File: src/rtl/sgw_pkg.sv
package sgw_pkg;
  localparam int DESC_BYTES = 8;
  localparam int DESC_W     = DESC_BYTES * 8;
  localparam int BUF_AW     = 32;
  localparam int SIZE_LO    = 32;
  localparam int LAST_BIT   = 63;
  localparam int SEG_LEN_W  = 17;

  typedef enum logic [2:0] {
    ST_IDLE  = 3'd0,
    ST_EVAL  = 3'd1,
    ST_FREQ  = 3'd2,
    ST_FWAIT = 3'd3,
    ST_BURST = 3'd4
  } walk_st_e;

  typedef enum logic [1:0] {
    RES_NONE   = 2'b00,
    RES_FILLED = 2'b01,
    RES_SHORT  = 2'b10
  } walk_res_e;

  typedef struct packed {
    logic [BUF_AW-1:0]    addr;
    logic [SEG_LEN_W-1:0] len;
    logic                 last;
  } seg_t;
endpackage

File: src/rtl/sgw_desc_decode.sv
module sgw_desc_decode
  import sgw_pkg::*;
(
  input  logic [DESC_W-1:0] raw,
  output seg_t              seg
);
  logic [15:0] enc_len;

  always_comb begin
    // bit 0 of the size field never counts
    enc_len  = {raw[SIZE_LO+15:SIZE_LO+1], 1'b0};
    seg.addr = raw[BUF_AW-1:0];
    seg.len  = (enc_len == 16'd0) ? {1'b1, 16'h0000} : {1'b0, enc_len};
    seg.last = raw[LAST_BIT];
  end
endmodule

File: src/rtl/sgw_table_ptr.sv
module sgw_table_ptr #(
  parameter int AW    = 32,
  parameter int LIMIT = 4096,
  parameter int STEP  = 8
) (
  input  logic          clk,
  input  logic          rst_n,
  input  logic          load,
  input  logic          step,
  input  logic [AW-1:0] base_in,
  output logic [AW-1:0] ptr,
  output logic          limit_hit
);
  logic [AW-1:0] base_q;
  logic [AW-1:0] ptr_q;
  logic [AW-1:0] offs;

  always_ff @(posedge clk) begin
    if (!rst_n) begin
      base_q <= '0;
      ptr_q  <= '0;
    end else if (load) begin
      base_q <= base_in;
      ptr_q  <= base_in;
    end else if (step) begin
      ptr_q <= ptr_q + AW'(STEP);
    end
  end

  assign offs      = ptr_q - base_q;
  assign limit_hit = (offs >= AW'(LIMIT));
  assign ptr       = ptr_q;
endmodule

File: src/rtl/sgw_seg_track.sv
module sgw_seg_track
  import sgw_pkg::*;
#(
  parameter int CNT_W = 24
) (
  input  logic                 clk,
  input  logic                 rst_n,
  input  logic                 clear,
  input  logic                 load,
  input  logic                 consume,
  input  seg_t                 seg_in,
  input  logic [CNT_W-1:0]     count_in,
  output seg_t                 seg,
  output logic [SEG_LEN_W-1:0] take,
  output logic                 seg_empty,
  output logic                 rem_zero
);
  localparam int CMP_W = (CNT_W > SEG_LEN_W) ? CNT_W : SEG_LEN_W;

  seg_t             seg_q;
  logic [CNT_W-1:0] rem_q;
  logic [CMP_W-1:0] rem_w;
  logic [CMP_W-1:0] len_w;
  logic [CMP_W-1:0] take_w;

  always_comb begin
    rem_w  = CMP_W'(rem_q);
    len_w  = CMP_W'(seg_q.len);
    take_w = (rem_w < len_w) ? rem_w : len_w;
    take   = SEG_LEN_W'(take_w);
  end

  always_ff @(posedge clk) begin
    if (!rst_n) begin
      seg_q <= '0;
      rem_q <= '0;
    end else if (clear) begin
      seg_q <= '0;
      rem_q <= count_in;
    end else if (load) begin
      seg_q <= seg_in;
    end else if (consume) begin
      seg_q.addr <= seg_q.addr + BUF_AW'(take);
      seg_q.len  <= seg_q.len - take;
      rem_q      <= rem_q - CNT_W'(take);
    end
  end

  assign seg       = seg_q;
  assign seg_empty = (seg_q.len == '0);
  assign rem_zero  = (rem_q == '0);
endmodule

File: src/rtl/sgw_walker.sv
module sgw_walker
  import sgw_pkg::*;
#(
  parameter int CNT_W          = 24,
  parameter int TBL_AW         = 32,
  parameter int FAILSAFE_BYTES = 4096
) (
  input  logic                 clk,
  input  logic                 rst_n,
  input  logic                 start,
  input  logic [TBL_AW-1:0]    table_base,
  input  logic                 dir_to_mem,
  input  logic [CNT_W-1:0]     byte_count,
  output logic                 busy,
  output logic                 done,
  output logic [1:0]           done_status,
  output logic                 err,
  output logic                 fetch_valid,
  input  logic                 fetch_ready,
  output logic [TBL_AW-1:0]    fetch_addr,
  input  logic                 resp_valid,
  output logic                 resp_ready,
  input  logic [DESC_W-1:0]    resp_data,
  output logic                 burst_valid,
  input  logic                 burst_ready,
  output logic [BUF_AW-1:0]    burst_addr,
  output logic [SEG_LEN_W-1:0] burst_len,
  output logic                 burst_dir
);
  walk_st_e  st_q, st_d;
  walk_res_e res_q, fin_code;
  logic      done_q, err_q, dir_q;
  logic      accept, finish;
  logic      fetch_hs, resp_hs, burst_hs;
  logic      limit_hit, seg_empty, rem_zero;
  seg_t      dec_seg, cur_seg;
  logic [SEG_LEN_W-1:0] take;

  assign accept   = (st_q == ST_IDLE) && start;
  assign fetch_hs = fetch_valid && fetch_ready;
  assign resp_hs  = resp_valid && resp_ready;
  assign burst_hs = burst_valid && burst_ready;

  sgw_desc_decode u_dec (
    .raw (resp_data),
    .seg (dec_seg)
  );

  sgw_table_ptr #(
    .AW    (TBL_AW),
    .LIMIT (FAILSAFE_BYTES),
    .STEP  (DESC_BYTES)
  ) u_ptr (
    .clk       (clk),
    .rst_n     (rst_n),
    .load      (accept),
    .step      (fetch_hs),
    .base_in   (table_base),
    .ptr       (fetch_addr),
    .limit_hit (limit_hit)
  );

  sgw_seg_track #(
    .CNT_W (CNT_W)
  ) u_seg (
    .clk       (clk),
    .rst_n     (rst_n),
    .clear     (accept),
    .load      (resp_hs),
    .consume   (burst_hs),
    .seg_in    (dec_seg),
    .count_in  (byte_count),
    .seg       (cur_seg),
    .take      (take),
    .seg_empty (seg_empty),
    .rem_zero  (rem_zero)
  );

  always_comb begin
    st_d     = st_q;
    finish   = 1'b0;
    fin_code = RES_NONE;
    unique case (st_q)
      ST_IDLE: if (start) st_d = ST_EVAL;
      ST_EVAL: begin
        if (rem_zero) begin
          finish   = 1'b1;
          fin_code = RES_FILLED;
          st_d     = ST_IDLE;
        end else if (seg_empty) begin
          if (cur_seg.last || limit_hit) begin
            finish   = 1'b1;
            fin_code = RES_SHORT;
            st_d     = ST_IDLE;
          end else begin
            st_d = ST_FREQ;
          end
        end else begin
          st_d = ST_BURST;
        end
      end
      ST_FREQ:  if (fetch_ready) st_d = ST_FWAIT;
      ST_FWAIT: if (resp_valid)  st_d = ST_EVAL;
      ST_BURST: if (burst_ready) st_d = ST_EVAL;
      default:  st_d = ST_IDLE;
    endcase
  end

  always_ff @(posedge clk) begin
    if (!rst_n) begin
      st_q   <= ST_IDLE;
      res_q  <= RES_NONE;
      done_q <= 1'b0;
      err_q  <= 1'b0;
      dir_q  <= 1'b0;
    end else begin
      st_q   <= st_d;
      done_q <= finish;
      if (accept) begin
        res_q <= RES_NONE;
        err_q <= 1'b0;
        dir_q <= dir_to_mem;
      end else if (finish) begin
        res_q <= fin_code;
        err_q <= (fin_code == RES_SHORT);
      end
    end
  end

  assign busy        = (st_q != ST_IDLE);
  assign done        = done_q;
  assign done_status = res_q;
  assign err         = err_q;
  assign fetch_valid = (st_q == ST_FREQ);
  assign resp_ready  = (st_q == ST_FWAIT);
  assign burst_valid = (st_q == ST_BURST);
  assign burst_addr  = cur_seg.addr;
  assign burst_len   = take;
  assign burst_dir   = dir_q;
endmodule

File: config.mk
export PLATFORM = sky130hd
export DESIGN_NAME = sgw_walker
export DESIGN_NICKNAME = d
export VERILOG_FILES = /design/src/rtl/sgw_pkg.sv /design/src/rtl/sgw_desc_decode.sv /design/src/rtl/sgw_table_ptr.sv /design/src/rtl/sgw_seg_track.sv /design/src/rtl/sgw_walker.sv
export SDC_FILE = /design/constraint.sdc
export NUM_CORES = 1
export LEC_CHECK = 0
export ABC_AREA = 1
export BUFFER_PORTS_ARGS = -buffer_cell sky130_fd_sc_hd__buf_2
export CAP_MARGIN = 40
export CORE_AREA = 4 4 162 164
export CTS_CLUSTER_SIZE = 30
export DETAILED_ROUTE_END_ITERATION = 10
export DIE_AREA = 0 0 166 168
export GPL_TIMING_DRIVEN = 0
export PLACE_DENSITY = 0.78
export SLEW_MARGIN = 20
export SYNTH_ARGS = -nofsm -noshare
export SYNTH_HDL_FRONTEND = slang
export SYNTH_SLANG_ARGS = --single-unit
export TNS_END_PERCENT = 100
File: constraint.sdc
create_clock -name clk -period 4.1 [get_ports clk]
set_input_delay 0.615 -clock clk [delete_from_list [all_inputs] [get_ports clk]]
set_output_delay 0.615 -clock clk [all_outputs]
set_load 0.01 [all_outputs]
==> impl_results.md, run 1 <==
* Run status: finished, final reports clean
* Setup crit start kind: flip-flop
* Post-Layout Cell Count at 2,695
* Slowest stage delay, CP at 0.37 ns
* Min-delay worst type: input pin to flip-flop
* H-tree levels at 4
* Mapped cell area at 13,000 um2
* Post-DP Area at 14,400 um2
* Final Hold Viols at 0
* Total GRT Usage at 0.326
* Worst-Margin Slew at 0.905 ns
* Via count at 15,300
* Peak VDD IR at 0.000262 V
* Pin count of the biggest net entering global routing at 17
* Drt pass-1 iters at 6
* Initial antenna violation count at 2
* Period minus WS final at 3.96 ns
* Number of enable flip-flop cells after synthesis at 0
* Mean number of vias per cell at 5.68
* Layout cells sized above 1 at 0.188
* IO Port Bufs at 200
* Min Hold Slack at 0.430 ns
* Detailed placement HPWL at 37,600 um
* Slowest cell on crit path: dfxtp_2
* Clock Path Buffers at 2
* F_max at 253 MHz
* Area Overhead vs Synth at 20.5%
* Slew headroom at 0.397
* Crit path max fanout at 6
* Most common cell after layout, fill and taps aside: nand2_1
* Syn avg cell area at 6.18 um2
* Fillers at 2,404
* Final max-slew violation count at 0
* Post-DR wirelength/cell at 17.8 um
* CTS tree: yes
* P_leak at 0.00778 uW
* Final ANT Viol Nets at 0
* Initial Utilization at 0.523
* Required time of the critical path at 4.41 ns
* # rows at 58
* Count of final setup violators at 0
* Synth async-reset ratio at 0
* Nets at 2,579
* CP bufs+invs at 4
* GPL Wtd Cong at 0.961
* Synthesized flop and latch total at 146
* Post-Route Setup TNS at 0 ns
* Most used cell, CP: nand2_1
* Number of CTS-inserted buffers at 17
* DRT Wirelength at 48,000 um
* DRC violations left at 0
* Arr. time, crit path at 4.26 ns
* Final core utilization at 0.630
* First-pass GRT wire length at 74,100 um
* Multi-input logic area at 8740 um2
* Worst-path clk slew at 0.07 ns
* PwrDens at 438 nW/um2
* Placed cells at 2,638
* Post-Syn Instances at 2,107
* Max-cap violations at 0
* Post-synthesis sequential area ratio at 0.225
* Clk sinks at 146
* Skew final at 0.0143 ns
* Vias in the first global route at 14,500
* Die Area at 27,900 um2
* Core Region at 24,900 um2
* Final instance area at 15,700 um2
* Sequential cell area at 2950 um2
* Initial DRC Count at 1,346
* CTS root buffer: clkbuf_16
* Crit end category: flip-flop
* I/O Pins at 217
* Mapped Nets at 2,336
* Top cell family by delay on the critical path: simple AND/OR/NAND/NOR gates
* Warnings from Yosys at 0
* Commonest cells after routing, fill and taps aside: nand2_1 (584), inv_1 (319), buf_2 (208)
* Synth unique cells at 54
* Worst setup path class: flip-flop to flip-flop
* DIE HEIGHT at 168 um
* Synth Flop Type: dfxtp_1
* Final period utilization at 0.965
* Worst-Skew Late Latency at 0.44 ns
* GR Overflow Total at 0
* Die X at 166 um
[where the power goes]
group / total (uW) / switching [uW] / internal [uW] / leakage [uW]
registers: 1630 / 120 / 1510 / 0.00120
clock network: 1770 / 684 / 1080 / 0.000309
logic: 3470 / 2200 / 1260 / 0.00627
[sequential cells by signal, indices dropped and copies added (netlist names)]
name / count
err: 1
u_seg.seg: 50
burst_dir: 1
u_ptr.base_q: 32
done: 1
u_seg.rem_q: 24
done_status: 2
st_q: 3
u_ptr.ptr: 32
[cells in the mapped netlist (all sizes together) (3+ instances only)]
cell type	count	area [um2]
buf	46	305
a21o	7	52.6
nor2	153	639
a21oi	142	726
nand2	598	2260
nor4	14	87.6
nand3b	8	63.8
xor2	26	228
inv	326	1220
or2	14	87.6
ha	98	1230
a21boi	3	22.5
clkbuf	40	150
o21ai	127	681
a31oi	60	382
dfxtp	146	2920
nand3	117	631
o211ai	26	195
o21bai	9	67.6
xnor2	20	175
clkinv	3	11.3
nand4	34	219
nor3	28	161
o22ai	32	200
o21a	4	30.0
o221ai	5	43.8
fa	4	80.1
a221oi	4	35.0
[worst register-to-register path, cell delays in order, from the launching register on]
cell and delay [ns]:
dfxtp_2 0.37, inv_1 0.10, ha_1 0.34, nand2_1 0.06
nor3_1 0.29, o211ai_1 0.14, buf_4 0.17, nand2_4 0.12
buf_8 0.14, nand2_1 0.09, o21ai_4 0.12, ha_4 0.20
clkinvlp_4 0.11, fa_2 0.37, nand3_1 0.10, nand2_2 0.08
a21boi_2 0.17, o21ai_2 0.10, a21oi_2 0.18, o21ai_2 0.12
nand3_2 0.12, nand2_1 0.06, nand2_1 0.07, nand3_1 0.07
nand2_1 0.07, a21oi_1 0.05
[through the flow]
stage,total power [uW],setup WS [ns]
after detailed placement,4660,-0.948
after floorplan,3860,0.0520
after global routing,7300,-0.0407
after global placement,4600,-0.830
final,6870,0.142
after CTS,6490,0.00212
[cell type report]
class / instances / share of cell area
Clock buffer: 23 / 0.0311
Buffer: 86 / 0.0305
Antenna cell: 3 / 0.000479
Timing Repair Buffer: 224 / 0.0773
Multi-Input combinational cell: 1546 / 0.558
Tap cell: 330 / 0.0263
Inverter: 329 / 0.0790
Sequential cell: 146 / 0.188
Clock inverter: 8 / 0.00958
[per-layer routing]
layer | vias up | part of all wire | global-route usage
met4 | 0 | 0.048 | 0.159
met5 | - | 0 | 0
met2 | 667 | 0.47 | 0.543
met3 | 143 | 0.082 | 0.0686
li1 | 7407 | - | -
met1 | 7078 | 0.40 | 0.404
[worst paths after layout]
check,from,end,slack (ns),cells past startpoint
max reg2reg,u_seg.seg[17],u_seg.rem_q[22],0.14,25
min reg2reg,u_ptr.base_q[0],u_ptr.base_q[0],0.47,2
max,u_seg.seg[17],u_seg.rem_q[22],0.14,25
min,dir_to_mem,burst_dir,0.43,3
[cell families after synthesis]
kind of cell / count (synthesis) / synth area share
XOR/XNOR: 46 / 0.0310
flip-flops: 146 / 0.225
buffers and inverters: 415 / 0.130
adder cells (fa/ha/maj): 102 / 0.100
AO/OA/AOI/OAI: 427 / 0.192
AND/OR/NAND/NOR: 971 / 0.322
[repair_timing]
action	CTS	global route
setup endpoints to repair	50	42
resized for setup	30	88
endpoints found under the hold margin	0	0
hold buffers	0	0
pin swaps	5	20
gates cloned	0	1
setup buffers	4	14
Power figures use the tool's default switching activity.
==> run 2: changes to the inputs <==
- CORE_AREA: 4 4 162 164 -> 4 4 164 166
- DIE_AREA: 0 0 166 168 -> 0 0 168 170
- SYNTH_HIERARCHICAL: default -> 1
==> run 2 against run 1 <==
Against the previous run: sequential power increased by 17%; fmax increased by 3.4%; area after synthesis increased by 2.2%; register-to-register slack improved by 0.13 ns; sequential cell count unchanged; total power increased by 37%; critical path depth decreased by 2; clock power decreased by 12%; via count decreased by 2.2%; non-clock buffer count decreased by 42; critical endpoint is now u_seg/seg[17]; largest cell class unchanged; largest power group unchanged.
==> impl_results.md, run 2 <==
* FF-to-FF path depth at 23 (-8.0%)
* Synth async-reset ratio at 0 (unchanged)
* Required time of the critical path at 4.46 ns (+0.05 ns)
* Clock Path Buffers at 2 (unchanged)
* Dominant cells by area after synthesis: dfxtp_1 (22%), nand2_1 (19%), ha_1 (9.2%)
* Reg2reg end: u_seg/seg[17]
* Period minus WS final at 3.83 ns (-0.131 ns)
* Commonest cells after routing, fill and taps aside: nand2_1 (657), inv_1 (290), buf_2 (179)
* IO Port Bufs at 167 (-17%)
* Peak VDD IR at 0.000315 V (+20%)
* Sw Ratio at 0.528 (+0.0903)
* Synth area leader: dfxtp_1
* # rows at 59 (+1.7%)
* Area Overhead vs Synth at 14.2%
* Synth Flop Type: dfxtp_1
* Post-Layout Cell Count at 2,712 (+0.63%)
* RR Startpoint: u_seg/seg[15]
* I/O Pins at 217 (unchanged)
* Power share of the clock group at 0.165 (-0.092)
* Post-DP Area at 14,600 um2 (+0.88%)
* Fillers at 2,551 (+6.1%)
* Mean number of vias per cell at 5.52 (-2.8%)
* Skew final at 0.0190 ns (+0.00472 ns)
* Most frequent cell after synthesis: nand2_1
* Min-delay worst type: input pin to flip-flop
* Combinational Power Share at 0.633 (+0.128)
* Die Area at 28,600 um2 (+2.4%)
* Final ANT Viol Nets at 0 (unchanged)
* Ant diodes at 0 (-3)
* Arr. time, crit path at 4.19 ns (-0.07 ns)
* Final instance area at 15,200 um2 (-3.1%)
* Layout cells sized above 1 at 0.156 (-0.0315)
* DIE HEIGHT at 170 um (+1.2%)
* Vias in the first global route at 14,100 (-2.4%)
* Initial antenna violation count at 0 (-2)
* Post-Syn Instances at 2,176 (+3.3%)
* Core Region at 25,600 um2 (+2.9%)
* Warnings from Yosys at 6 (+6)
* DRT Wirelength at 44,000 um (-8.3%)
* Initial Utilization at 0.519 (-0.00345)
* Worst-Skew Late Latency at 0.44 ns (about the same)
* Total GRT Usage at 0.297 (-0.0295)
* Detailed placement HPWL at 35,700 um (-5.0%)
* DRC violations left at 0 (unchanged)
* Number of CTS-inserted buffers at 17 (unchanged)
* Final core utilization at 0.593 (-0.0368)
* Count of final setup violators at 0 (unchanged)
* End of the critical path: u_seg/seg[17]
* Worst setup path class: flip-flop to flip-flop
* Mapped Nets at 2,405 (+3.0%)
* Worst-Margin Slew at 0.906 ns (+0.00101 ns)
* Slew headroom at 0.391 (-0.00624)
* Net Sw Power at 4990 uW (+66%)
* Final period utilization at 0.933 (-0.0318)
* # hold bufs at CTS at 0 (unchanged)
* Initial DRC Count at 1,297 (-3.6%)
* Drt pass-1 iters at 6 (unchanged)
* Worst-path clk slew at 0.07 ns (about the same)
* Post-synthesis sequential area ratio at 0.220 (-0.00490)
* Crit end category: flip-flop
* Seq pwr share at 0.202 (-0.036)
* Final max-slew violation count at 0 (unchanged)
* Synthesized flop and latch total at 146 (unchanged)
* CTS tree: yes
* Mapped cell area at 13,300 um2 (+2.2%)
* Setup slack, reg-to-reg at 0.27 ns (+0.13 ns)
* Crit path max fanout at 10 (+4)
* First-pass GRT wire length at 69,600 um (-6.1%)
* Total chip power at 9440 uW (+37%)
* Pin count of the biggest net entering global routing at 17 (unchanged)
* Run status: finished, final reports clean
* Internal power at 4450 uW (+15%)
* Syn avg cell area at 6.11 um2 (-1.0%)
* GPL Wtd Cong at 0.993 (+3.3%)
* Most common cell after layout, fill and taps aside: nand2_1
* Largest register FFs at 50 (unchanged)
* Via count at 15,000 (-2.2%)
* Post-DR wirelength/cell at 16.2 um (-8.9%)
* P_leak at 0.00752 uW (-3.4%)
* CP startpoint: u_seg/seg[15]
* Number of enable flip-flop cells after synthesis at 0 (unchanged)
* CTS root buffer: clkbuf_16
* Setup crit start kind: flip-flop
* Unrepaired setup endpoints after global routing: no
* PwrDens at 622 nW/um2 (+42%)
* Final Hold Viols at 0 (unchanged)
* Placed cells at 2,678 (+1.5%)
* Synth top area share at 0.220 (-0.00490)
* F_max at 261 MHz (+3.4%)
* H-tree levels at 4 (unchanged)
* Synth unique cells at 52 (-3.7%)
* Max-cap violations at 0 (unchanged)
* Die X at 168 um (+1.2%)
* Hold Crit Start: dir_to_mem
* Clk sinks at 146 (unchanged)
* Post-synth top cells: nand2_1 (658), inv_1 (291), a21oi_1 (174)
* GR Overflow Total at 0 (unchanged)
* Nets at 2,593 (+0.54%)
==> run 2: stage by stage <==
step                hold slack [ns]  setup TNS, ns  worst slack, ns
finish                        0.437              0            0.273
global route                  0.431              0           0.0103
CTS                           0.431              0           0.0945
detailed placement            0.455          -1.98           -0.259
global placement              0.450          -1.31           -0.210
floorplan                     0.441              0            0.497
==> run 2: timing repair <==
item	in CTS	in global routing
hold endpoints to repair	0	0
resized for setup	2	14
pin swaps	0	1
endpoints found under the setup margin	19	20
buffers inserted	0	1
cloned	0	0
==> run 2: cell families after synthesis <==
logic type,after synthesis,synth area share
xor+xnor,43,0.0283
simple gates,1068,0.346
fa+ha+maj,102,0.0982
other cells,1,0.000282
compound gates,399,0.176
buf+inv,417,0.131
flops,146,0.220
==> run 2: critical path, cell delays in order (launching register included) <==
cell	delay [ns]
dfxtp_1	0.41
inv_1	0.08
ha_1	0.28
nand2_1	0.06
nor2_1	0.18
nand4_1	0.11
nor3_1	0.14
nand2_1	0.15
nand2_4	0.15
buf_6	0.17
nand2_1	0.11
o21ai_4	0.12
ha_1	0.20
inv_1	0.07
fa_1	0.40
nand3_1	0.11
nand3_1	0.16
nand3_1	0.13
nand3_1	0.19
a21oi_2	0.19
inv_1	0.05
nand3_1	0.07
nand3_1	0.10
a21oi_1	0.13
==> run 2: how the worst min path moves through the flow <==
stage | cells after the start | to
after floorplan | 2 | u_ptr/base_q[22]
after global placement | 2 | burst_dir
after detailed placement | 2 | u_ptr/base_q[18]
after CTS | 3 | burst_dir
after global routing | 3 | burst_dir
final | 3 | burst_dir
==> run 2: area by class of cell <==
class                   count  area (um2)  area share
plain buffers              99         543      0.0358
clock inverters            14         135     0.00890
inverters                 318        1200      0.0789
repair buffers            169         848      0.0559
clock buffers              18         429      0.0283
flip-flops and latches    146        2930       0.193
well taps                 335         419      0.0276
multi-input cells        1613        8690       0.572
==> run 2: layer usage <==
metal | wire [um] | track usage | vias up | part of all wire
met5 | 0 | 0 | - | 0
met4 | 1820 | 0.124 | 0 | 0.041
met3 | 3100 | 0.0434 | 107 | 0.070
met2 | 20900 | 0.524 | 576 | 0.47
met1 | 18200 | 0.363 | 6870 | 0.41
li1 | - | - | 7413 | -
==> run 2: power by group through the flow <==
stage                     Clock (uW)  Sequential (uW)  Combinational (uW)
after CTS                       1570             1900                5820
after detailed placement           0             1930                5770
after global routing            1640             1940                6660
final                           1560             1910                5970
after global placement             0             1920                5680
after floorplan                    0             1890                4310
==> run 3: changes to the inputs <==
- ABC_AREA: 1 -> default
- CORE_AREA: 4 4 164 166 -> 4 4 156 158
- CTS_BUF_LIST: default -> sky130_fd_sc_hd__clkbuf_8
- DIE_AREA: 0 0 168 170 -> 0 0 160 162
- PLACE_DENSITY: 0.78 -> 0.79
==> run 3 against run 2 <==
Against the previous run: the run now ends with setup timing left; clock power down 21%; total power down 53%; cell area up 5.1%; global-route usage up 1.8 points; synthesized cell count down 28%; clock skew down 0.00070 ns; sequential cell count unchanged; non-clock buffer count up 114; area after synthesis down 9.8%; worst setup slack worse by 1.2 ns.
==> impl_results.md, run 3 <==
* Final period utilization at 1.21 (+0.281)
* H-tree levels at 4 (unchanged)
* Post-synthesis sequential area ratio at 0.243 (+0.0238)
* Clock Path Buffers at 2 (unchanged)
* I/O Pins at 217 (unchanged)
* Commonest cells after routing, fill and taps aside: buf_2 (156), dfxtp_1 (144), nand2_1 (106)
* Failing checks: setup timing
* Syn avg cell area at 7.68 um2 (+26%)
* Setup crit start kind: flip-flop
* Initial antenna violation count at 0 (unchanged)
* Clk sinks at 146 (unchanged)
* First-pass GRT wire length at 66,900 um (-3.8%)
* Place WS at -1.08 ns (-0.820 ns)
* Synth unique cells at 86 (+65%)
* Worst setup path class: flip-flop to flip-flop
* GR Overflow Total at 0 (unchanged)
* Most common cell after layout, fill and taps aside: buf_2
* Unrepaired setup endpoints after global routing: yes
* Post-DR wirelength/cell at 20.9 um (+29%)
* Final ANT Viol Nets at 0 (unchanged)
* GPL Wtd Cong at 0.919 (-7.4%)
* Synth Flop Type: dfxtp_1
* Max-cap violations at 0 (unchanged)
* Slew headroom at 0.377 (-0.0134)
* Mean number of vias per cell at 6.28 (+14%)
* Ant diodes at 0 (unchanged)
* Worst-Skew Late Latency at 0.47 ns (+0.03 ns)
* Required time of the critical path at 4.45 ns (about the same)
* Final worst slack at -0.880 ns (-1.15 ns)
* CTS tree: yes
* Dominant cells by area after synthesis: dfxtp_1 (24%), ha_1 (10%), a21oi_1 (5.7%)
* Number of enable flip-flop cells after synthesis at 0 (unchanged)
* PwrDens at 279 nW/um2 (-55%)
* Crit end category: flip-flop
* CTS root buffer: clkbuf_8
* Core Region at 23,100 um2 (-9.7%)
* Period minus WS final at 4.98 ns (+1.15 ns)
* Mapped Nets at 1,792 (-25%)
* DRT Wirelength at 45,000 um (+2.1%)
* Seq pwr share at 0.349 (+0.147)
* DIE HEIGHT at 162 um (-4.7%)
* Most frequent cell after synthesis: dfxtp_1
* Die Area at 25,900 um2 (-9.2%)
* Vias in the first global route at 12,900 (-8.6%)
* # hold bufs at CTS at 0 (unchanged)
* P_leak at 0.00657 uW (-13%)
* Number of CTS-inserted buffers at 17 (unchanged)
* Nets at 2,077 (-20%)
* Min Hold Slack at 0.377 ns (-0.0599 ns)
* Post-Syn Instances at 1,563 (-28%)
* Initial DRC Count at 1,261 (-2.8%)
* Total GRT Usage at 0.315 (+0.0180)
* Synth top area share at 0.243 (+0.0238)
* DRC violations left at 0 (unchanged)
* Skew final at 0.0183 ns (-0.000702 ns)
* Sw Ratio at 0.360 (-0.169)
* Arr. time, crit path at 5.33 ns (+1.14 ns)
* IO Port Bufs at 166 (-0.60%)
* Worst-path clk slew at 0.09 ns (+0.02 ns)
* Final max-slew violation count at 0 (unchanged)
* Synth area leader: dfxtp_1
* Via count at 13,500 (-9.7%)
* Peak VDD IR at 0.000235 V (-25%)
* Count of final setup violators at 83 (+83)
* Internal power at 2850 uW (-36%)
* F_max at 201 MHz (-23%)
* Placed cells at 2,019 (-25%)
* Run status: complete, but fails checks
* Synthesized flop and latch total at 146 (unchanged)
* Net Sw Power at 1600 uW (-68%)
* Post-Route Setup TNS at -43.95 ns (-43.95 ns)
* Crit path max fanout at 7 (-3)
* # rows at 56 (-5.1%)
* Synth async-reset ratio at 0 (unchanged)
* Power share of the clock group at 0.276 (+0.111)
* Largest register FFs at 50 (unchanged)
* Mapped cell area at 12,000 um2 (-9.8%)
* Min-delay worst type: input pin to flip-flop
* Combinational Power Share at 0.374 (-0.259)
* Post-synth top cells: dfxtp_1 (146), a21oi_1 (136), o21ai_0 (122)
* Area Overhead vs Synth at 32.9%
* Warnings from Yosys at 6 (unchanged)
* Final Hold Viols at 0 (unchanged)
* Post-Layout Cell Count at 2,150 (-21%)
* Layout cells sized above 1 at 0.295 (+0.139)
* Worst-Margin Slew at 0.931 ns (+0.0251 ns)
* Initial Utilization at 0.519 (about the same)
* Pin count of the biggest net entering global routing at 17 (unchanged)
* Detailed placement HPWL at 30,700 um (-14%)
* Drt pass-1 iters at 6 (unchanged)
* Die X at 160 um (-4.8%)
## run 3: cell types whose count changed in the layout (fill, tap and decap cells not counted), moves of 32 or more
cell	delta
o21ai_0	+43
buf_6	+44
inv_1	-210
ha_1	-32
nor2_1	-71
a21oi_1	-67
nand3_1	-72
nand2b_1	+42
and2_1	+43
nand2_1	-551
a31oi_1	-46
buf_4	+60
## run 3: area by class of cell
| type | count | area (um2) |
|---|---|---|
| multi-input cells | 1205 | 9440 |
| fillers | 1832 | 7160 |
| flip-flops and latches | 146 | 2930 |
| repair buffers | 267 | 1870 |
| plain buffers | 115 | 591 |
| inverters | 96 | 370 |
| well taps | 290 | 363 |
| clock buffers | 17 | 234 |
| clock inverters | 14 | 166 |
## run 3: final timing paths
| kind | start | end | slack (ns) | cells after the start |
|---|---|---|---|---|
| setup / recovery | u_seg/rem_q[18] | u_seg/seg[17] | -0.88 | 16 |
| hold / removal | byte_count[12] | u_seg/rem_q[12] | 0.38 | 2 |
| setup reg to reg | u_seg/rem_q[18] | u_seg/seg[17] | -0.88 | 16 |
| hold reg to reg | err | err | 0.45 | 2 |
## run 3: stage by stage
step           utilization  area, um2  total power [uW]
2_1_floorplan            -      12200              2490
3_5_place_dp         0.581      13400              2820
6_report             0.690      16000              4460
3_3_place_gp         0.581      13400              2800
5_1_grt              0.690      16000              4650
4_1_cts              0.649      15000              4220
## run 3: power by group through the flow
stage	logic, uW	registers (uW)	clock network [uW]
after global placement	1230	1570	0
after global routing	1790	1560	1290
final	1670	1560	1230
after detailed placement	1250	1580	0
after floorplan	921	1570	0
after CTS	1430	1550	1240
## run 3: repair_timing
action,4_1_cts,5_1_grt
setup endpoints to repair,81,88
gates resized for setup,139,133
setup buffers,57,49
endpoints found under the hold margin,0,0
pin swaps,98,70
gates cloned,1,0
## run 3: metal layers
metal	part of all wire	vias up	global-route usage	wire length [um]
met5	0	-	0	0
met4	0.054	0	0.144	2420
met3	0.083	193	0.0591	3750
met2	0.48	779	0.551	21600
met1	0.38	6347	0.376	17200
li1	-	6189	-	-
## run 3: cells by family after synthesis
| logic type | after synthesis | synth area share |
|---|---|---|
| buffers and inverters | 212 | 0.0788 |
| adders and majority gates | 102 | 0.109 |
| DFF | 146 | 0.243 |
| and+or+nand+nor | 502 | 0.221 |
| muxes | 36 | 0.0303 |
| AOI/OAI and AO/OA | 487 | 0.261 |
| xor gates and xnor gates | 77 | 0.0562 |
| other | 1 | 0.000312 |
## run 3: worst max-delay path: stages, from the launching register on
cell	delay, ns
dfxtp_2	0.35
or4_4	0.52
or3_4	0.38
or3_4	0.37
a2111o_1	0.35
o22ai_2	0.19
buf_6	0.20
buf_12	0.15
mux2i_4	0.34
ha_1	0.35
nor3_1	0.39
nor3_1	0.18
a221oi_4	0.37
o21ai_2	0.10
a21oi_2	0.13
nor4bb_1	0.07
or3_1	0.39
